[config.mk]
export PLATFORM = sky130hd
export DESIGN_NAME = rx_ts_margin_inserter
export DESIGN_NICKNAME = d
export VERILOG_FILES = /design/src/rtl/rxts_pkg.sv /design/src/rtl/rxts_capture.sv /design/src/rtl/rxts_margin_gen.sv /design/src/rtl/rxts_writer.sv /design/src/rtl/rx_ts_margin_inserter.sv
export SDC_FILE = /design/constraint.sdc
export NUM_CORES = 1
export LEC_CHECK = 0
export ABC_CLOCK_PERIOD_IN_PS = 2450
export BUFFER_PORTS_ARGS = -buffer_cell sky130_fd_sc_hd__buf_2
export CORE_ASPECT_RATIO = 0.9
export CORE_UTILIZATION = 54
export DETAILED_ROUTE_END_ITERATION = 8
export HOLD_SLACK_MARGIN = 0.06
export PLACE_DENSITY = 0.79
export REMOVE_ABC_BUFFERS = 1
export SLEW_MARGIN = 5
export SYNTH_ARGS = -nofsm -noshare
export SYNTH_HDL_FRONTEND = slang
export SYNTH_SLANG_ARGS = --single-unit
[constraint.sdc]
create_clock -name clk -period 2.45 [get_ports clk]
set_input_delay 0.1225 -clock clk [delete_from_list [all_inputs] [get_ports clk]]
set_output_delay 0.1225 -clock clk [all_outputs]
set_load 0.02 [all_outputs]
[src/rtl/rxts_pkg.sv]
package rxts_pkg;

    localparam int WORD_BYTES = 8;
    localparam int WORD_W     = WORD_BYTES * 8;
    localparam int NB_W       = $clog2(WORD_BYTES + 1);

    typedef logic [WORD_W-1:0]     word_t;
    typedef logic [WORD_BYTES-1:0] strb_t;

    typedef enum logic [1:0] {
        ST_IDLE,
        ST_MARGIN,
        ST_HOLD,
        ST_STREAM
    } wr_state_e;

    typedef struct packed {
        word_t           data;
        logic            eof;
        logic [NB_W-1:0] nbytes;
    } beat_t;

    // Most significant byte of the time value goes to the lowest byte lane.
    function automatic word_t to_big_endian(input logic [63:0] t);
        word_t w;
        for (int i = 0; i < 8; i++) begin
            w[8*i +: 8] = t[63-8*i -: 8];
        end
        return w;
    endfunction

    function automatic strb_t lane_mask(input logic [NB_W-1:0] n);
        strb_t m;
        for (int i = 0; i < WORD_BYTES; i++) begin
            m[i] = (NB_W'(i) < n);
        end
        return m;
    endfunction

    function automatic logic [NB_W-1:0] beat_bytes(input beat_t b);
        return b.eof ? b.nbytes : NB_W'(WORD_BYTES);
    endfunction

endpackage

[src/rtl/rxts_capture.sv]
module rxts_capture
    import rxts_pkg::*;
(
    input  logic        clk,
    input  logic        rst,
    input  logic        take,
    input  logic        ts_en,
    input  logic [63:0] time_now,
    output word_t       ts_word
);

    always_ff @(posedge clk) begin
        if (rst) begin
            ts_word <= '0;
        end else if (take) begin
            ts_word <= ts_en ? to_big_endian(time_now) : '0;
        end
    end

    // captured value is frozen between frame starts
    p_ts_hold_r1: assert property (@(posedge clk) disable iff (rst)
        !take |=> $stable(ts_word));

endmodule

[src/rtl/rxts_margin_gen.sv]
module rxts_margin_gen
    import rxts_pkg::*;
#(
    parameter int MW      = 8,
    parameter int TS_WORD = 6,
    parameter int IDX_W   = 3
) (
    input  logic [IDX_W-1:0] idx,
    input  word_t            ts_word,
    output word_t            word
);

    generate
        if (TS_WORD < MW) begin : g_slot
            assign word = (idx == IDX_W'(TS_WORD)) ? ts_word : '0;
        end else begin : g_noslot
            assign word = '0;
        end
    endgenerate

endmodule

[src/rtl/rxts_writer.sv]
module rxts_writer
    import rxts_pkg::*;
#(
    parameter int MW     = 8,
    parameter int IDX_W  = 3,
    parameter int ADDR_W = 12,
    parameter int LEN_W  = 16
) (
    input  logic              clk,
    input  logic              rst,
    input  logic              cfg_margin_en,
    input  logic              in_valid,
    output logic              in_ready,
    input  logic              in_sof,
    input  logic              in_abort,
    input  beat_t             in_beat,
    output logic              take,
    output logic [IDX_W-1:0]  idx,
    input  word_t             margin_word,
    output logic              wr_en,
    output logic [ADDR_W-1:0] wr_addr,
    output word_t             wr_data,
    output strb_t             wr_strb,
    output logic              done,
    output logic [LEN_W-1:0]  done_len,
    output logic              err
);

    localparam strb_t FULL = '1;

    wr_state_e         state;
    beat_t             hold;
    logic              margin_on;
    logic [ADDR_W-1:0] waddr;
    logic [LEN_W-1:0]  len;
    logic              wr_last;
    logic              acc;
    logic [ADDR_W-1:0] base;

    assign in_ready = (state == ST_IDLE) || (state == ST_STREAM);
    assign acc      = in_valid && in_ready;
    assign take     = acc && (state == ST_IDLE) && in_sof && !in_abort;
    assign base     = margin_on ? ADDR_W'(MW) : '0;

    always_ff @(posedge clk) begin
        if (rst) begin
            state     <= ST_IDLE;
            hold      <= '0;
            margin_on <= 1'b0;
            idx       <= '0;
            waddr     <= '0;
            len       <= '0;
            wr_en     <= 1'b0;
            wr_last   <= 1'b0;
            wr_addr   <= '0;
            wr_data   <= '0;
            wr_strb   <= '0;
            done      <= 1'b0;
            done_len  <= '0;
            err       <= 1'b0;
        end else begin
            wr_en   <= 1'b0;
            wr_last <= 1'b0;
            err     <= 1'b0;
            done    <= wr_en && wr_last;
            if (wr_en && wr_last) begin
                done_len <= len;
            end
            case (state)
                ST_IDLE: begin
                    if (acc && in_sof) begin
                        if (in_abort) begin
                            err <= 1'b1;
                        end else begin
                            hold      <= in_beat;
                            margin_on <= cfg_margin_en;
                            idx       <= '0;
                            state     <= cfg_margin_en ? ST_MARGIN : ST_HOLD;
                        end
                    end
                end
                ST_MARGIN: begin
                    wr_en   <= 1'b1;
                    wr_addr <= ADDR_W'(idx);
                    wr_data <= margin_word;
                    wr_strb <= FULL;
                    idx     <= idx + 1'b1;
                    if (idx == IDX_W'(MW - 1)) begin
                        state <= ST_HOLD;
                    end
                end
                ST_HOLD: begin
                    wr_en   <= 1'b1;
                    wr_addr <= base;
                    wr_data <= hold.data;
                    wr_strb <= lane_mask(beat_bytes(hold));
                    len     <= LEN_W'(beat_bytes(hold));
                    waddr   <= base + 1'b1;
                    wr_last <= hold.eof;
                    state   <= hold.eof ? ST_IDLE : ST_STREAM;
                end
                default: begin
                    if (acc) begin
                        if (in_abort) begin
                            err   <= 1'b1;
                            state <= ST_IDLE;
                        end else begin
                            wr_en   <= 1'b1;
                            wr_addr <= waddr;
                            wr_data <= in_beat.data;
                            wr_strb <= lane_mask(beat_bytes(in_beat));
                            len     <= len + LEN_W'(beat_bytes(in_beat));
                            waddr   <= waddr + 1'b1;
                            wr_last <= in_beat.eof;
                            if (in_beat.eof) begin
                                state <= ST_IDLE;
                            end
                        end
                    end
                end
            endcase
        end
    end

    // done only ever follows the final write of a frame by one cycle
    p_done_after_last_r6: assert property (@(posedge clk) disable iff (rst)
        done |-> $past(wr_en && wr_last));

    // an abort is never followed by a done pulse
    p_abort_no_done_r7: assert property (@(posedge clk) disable iff (rst)
        err |=> !done);

    // strobes are a non-empty run of low lanes
    p_strb_contig_r5: assert property (@(posedge clk) disable iff (rst)
        wr_en |-> (wr_strb != '0) && (((wr_strb + 1) & wr_strb) == 0));

    // back-to-back writes of one frame step the address by one word
    p_addr_step_r5: assert property (@(posedge clk) disable iff (rst)
        (wr_en && $past(wr_en) && !$past(wr_last))
            |-> (wr_addr == ADDR_W'($past(wr_addr) + 1'b1)));

    // no input accepted while margin words are written
    p_margin_stall_r8: assert property (@(posedge clk) disable iff (rst)
        (state == ST_MARGIN) |=> !$past(acc));

endmodule

[src/rtl/rx_ts_margin_inserter.sv]
module rx_ts_margin_inserter
    import rxts_pkg::*;
#(
    parameter int MARGIN_BYTES = 64,
    parameter int TS_OFFSET    = 48,
    parameter int ADDR_W       = 12,
    parameter int LEN_W        = 16
) (
    input  logic              clk,
    input  logic              rst,
    input  logic              cfg_ts_en,
    input  logic              cfg_margin_en,
    input  logic [63:0]       time_now,
    input  logic              in_valid,
    output logic              in_ready,
    input  logic              in_sof,
    input  logic              in_eof,
    input  logic              in_abort,
    input  logic [63:0]       in_data,
    input  logic [3:0]        in_nbytes,
    output logic              wr_en,
    output logic [ADDR_W-1:0] wr_addr,
    output logic [63:0]       wr_data,
    output logic [7:0]        wr_strb,
    output logic              done,
    output logic [LEN_W-1:0]  done_len,
    output logic              err
);

    localparam int MW      = MARGIN_BYTES / WORD_BYTES;
    localparam int TS_WORD = TS_OFFSET / WORD_BYTES;
    localparam int IDX_W   = (MW > 1) ? $clog2(MW) : 1;

    beat_t            beat;
    logic             take;
    logic [IDX_W-1:0] idx;
    word_t            ts_word;
    word_t            margin_word;

    assign beat.data   = in_data;
    assign beat.eof    = in_eof;
    assign beat.nbytes = in_nbytes;

    rxts_capture u_capture (
        .clk      (clk),
        .rst      (rst),
        .take     (take),
        .ts_en    (cfg_ts_en),
        .time_now (time_now),
        .ts_word  (ts_word)
    );

    rxts_margin_gen #(
        .MW      (MW),
        .TS_WORD (TS_WORD),
        .IDX_W   (IDX_W)
    ) u_margin (
        .idx     (idx),
        .ts_word (ts_word),
        .word    (margin_word)
    );

    rxts_writer #(
        .MW     (MW),
        .IDX_W  (IDX_W),
        .ADDR_W (ADDR_W),
        .LEN_W  (LEN_W)
    ) u_writer (
        .clk           (clk),
        .rst           (rst),
        .cfg_margin_en (cfg_margin_en),
        .in_valid      (in_valid),
        .in_ready      (in_ready),
        .in_sof        (in_sof),
        .in_abort      (in_abort),
        .in_beat       (beat),
        .take          (take),
        .idx           (idx),
        .margin_word   (margin_word),
        .wr_en         (wr_en),
        .wr_addr       (wr_addr),
        .wr_data       (wr_data),
        .wr_strb       (wr_strb),
        .done          (done),
        .done_len      (done_len),
        .err           (err)
    );

endmodule

==> qor.txt <==
outcome: finished clean
pwr dens: 969 nW/µm²
Cell Area, Synth: 11200 µm²
Synth top area share: 0.484
overall power: 14.5 mW
Via density: 5.98
Post-DRT Antenna Nets: 0
nets: 1855
minimum clock period: 2.29 ns
Longest Clk Path Bufs: 3
Hold Path Class: in -> reg
Setup crit start kind: register
initial antenna violation count: 2
Chip Width: 154 µm
grt total ovfl: 0
peak supply drop: 666 µV
die height: 139 µm
cell taking the most area after synthesis: dfxtp_1
core area: 20200 µm²
share of flip-flops with an asynchronous set or reset: 0
CTS Sinks: 271
via count: 11823
DRT Pass-1 Iters: 7
FF/Latch Area: 5430 µm²
Starting Density: 0.556
number of global-route vias before repair: 11211
final WL: 35300 µm
global-route wire length before repair: 56300 µm
clock slew at reported path FFs: 0.06 ns
Mapped Cells: 1379
Yosys warning count: 0
Max transition margin: 0.497
I/O pin total: 244
most common cell after layout, fill and taps aside: dfxtp_1
port buffer count: 243
setup TNS: 0 ns
Final Setup Violations: 0
Most used DFF post-synth: dfxtp_1
EDFF count, synth: 0
Synth cell types: 55
crit-path max FO: 6
sequential share of the synthesized area: 0.484
RSZ-0062 raised after global routing: false
hold slack: 0.120 ns
crit path DAT: 2.75 ns
data required time of the worst path: 2.91 ns
clock skew: 0.00979 ns
most frequent cells in the layout: dfxtp_1, nand2_1, buf_2
final hold vios: 0
Slew @ Worst Pin: 0.755 ns
detailed-placement wirelength estimate: 19600 µm
CP Class: reg -> reg
final max-slew violation count: 0
Area growth syn-to-layout: 33.6%
RePlAce Congestion: 0.813
clock latency at the later pin of the worst-skew pair: 0.53 ns
max frequency: 0.436 GHz
synth top area cells: dfxtp_1, nand2_1, a21oi_1
max_cap viols: 0
Avg Synthesized Cell Area: 8.14 µm²
Fill cells: 1391
share of cells above drive strength 1: 0.195
Root Buffer: clkbuf_16
multi-input gate area in the final layout: 5350 µm²
CTS tree: yes
H-tree lvl count: 1
largest net degree at the start of global routing: 135
final period utilization: 0.936
synthesis-stage register bit count: 271
DRC marker count from the first detailed-route iteration: 1059
Leakage Power: 5.99 nW
DRC violations left: 0
Row Count: 49
CP endpoint kind: register
all-layer global routing usage: 0.319
Die Area: 21400 µm²
Avg WL per Cell: 17.8 µm
Num CTS Buffers: 27
==> layout make-up <==
type                            count  area share
Antenna cell                        1    0.000167
Sequential cell                   271       0.362
Timing Repair Buffer              412       0.196
Tap cell                          255      0.0213
Clock buffer                       37      0.0523
Clock inverter                     10     0.00860
Inverter                           13     0.00326
Multi-Input combinational cell    978       0.357
==> state kept, by name (all words and copies together) (netlist names), 2 cells and up <==
register           count
u_writer.idx           3
u_writer.len          16
u_writer.waddr        12
u_writer.state         2
u_writer.wr_addr      12
u_writer.hold         69
u_writer.done_len     16
u_writer.wr_strb       8
u_capture.ts_word     64
u_writer.wr_data      64
==> kinds of logic after synthesis <==
logic type	Yosys count	synth area share
AND/OR/NAND/NOR	571	0.217
AO/OA/AOI/OAI	378	0.226
flip-flops	271	0.484
buffers and inverters	130	0.0459
adder cells (fa/ha/maj)	12	0.0134
multiplexers	10	0.00892
XOR/XNOR	7	0.00546
==> stage by stage <==
stage,cell area [µm²],utilization,setup WS [ns],cells
2_1_floorplan,10800,-,-2.59,1262
3_3_place_gp,12700,0.628,0.243,1792
3_5_place_dp,12700,0.628,0.179,1792
4_1_cts,14900,0.741,0.101,1975
5_1_grt,15000,0.743,0.00446,1977
6_report,15000,0.743,0.156,1977
==> metal layers <==
metal,up-vias,GRT usage,wire [µm]
li1,5514,-,-
met3,120,0.0594,2960
met4,2,0.132,1330
met1,5533,0.414,14400
met5,-,0,16
met2,654,0.523,16500
==> cells in the mapped netlist (all sizes together), types with 3 or more instances <==
cell	count
nor2	165
a211oi	8
o21a	4
a31oi	5
o31ai	7
buf	35
clkbuf	82
or4	7
nand2	263
nand3	82
a21oi	179
inv	13
and2	5
nor3	4
and3	6
a221oi	64
or3	10
o21ai	18
mux2i	10
nor4	5
a22o	64
xor2	3
dfxtp	271
a311oi	6
nand4	7
ha	12
nor3b	3
xnor2	4
a22oi	8
nand2b	5
==> worst max-delay path, stage by stage, from the launching register on <==
cell	delay [ns]
dfxtp_1	0.38
inv_1	0.11
ha_4	0.28
or3b_1	0.45
a2111o_1	0.51
or3_1	0.36
a21oi_1	0.13
==> power breakdown <==
part           switching, mW  internal (mW)
combinational           3.12           1.82
sequential             0.369           4.97
clock                   1.72           2.54
total                   5.20           9.33
==> final timing paths <==
| check | from | end | slack, ns | depth (start not counted) |
|---|---|---|---|---|
| max | u_writer.state[0] | u_writer.waddr[11] | 0.16 | 6 |
| min | in_valid | u_writer.err | 0.12 | 4 |
| max reg2reg | u_writer.state[0] | u_writer.waddr[11] | 0.16 | 6 |
| min reg2reg | u_capture.ts_word[3] | u_capture.ts_word[3] | 0.45 | 2 |
==> what timing repair did <==
| item | in CTS | in global routing |
|---|---|---|
| hold buffers | 136 | 0 |
| endpoints found under the setup margin | 0 | 8 |
| resized for setup | 0 | 5 |
| setup buffers | 0 | 1 |
| hold endpoints to repair | 212 | 0 |
No activity file was read; power rests on OpenSTA's default activity.
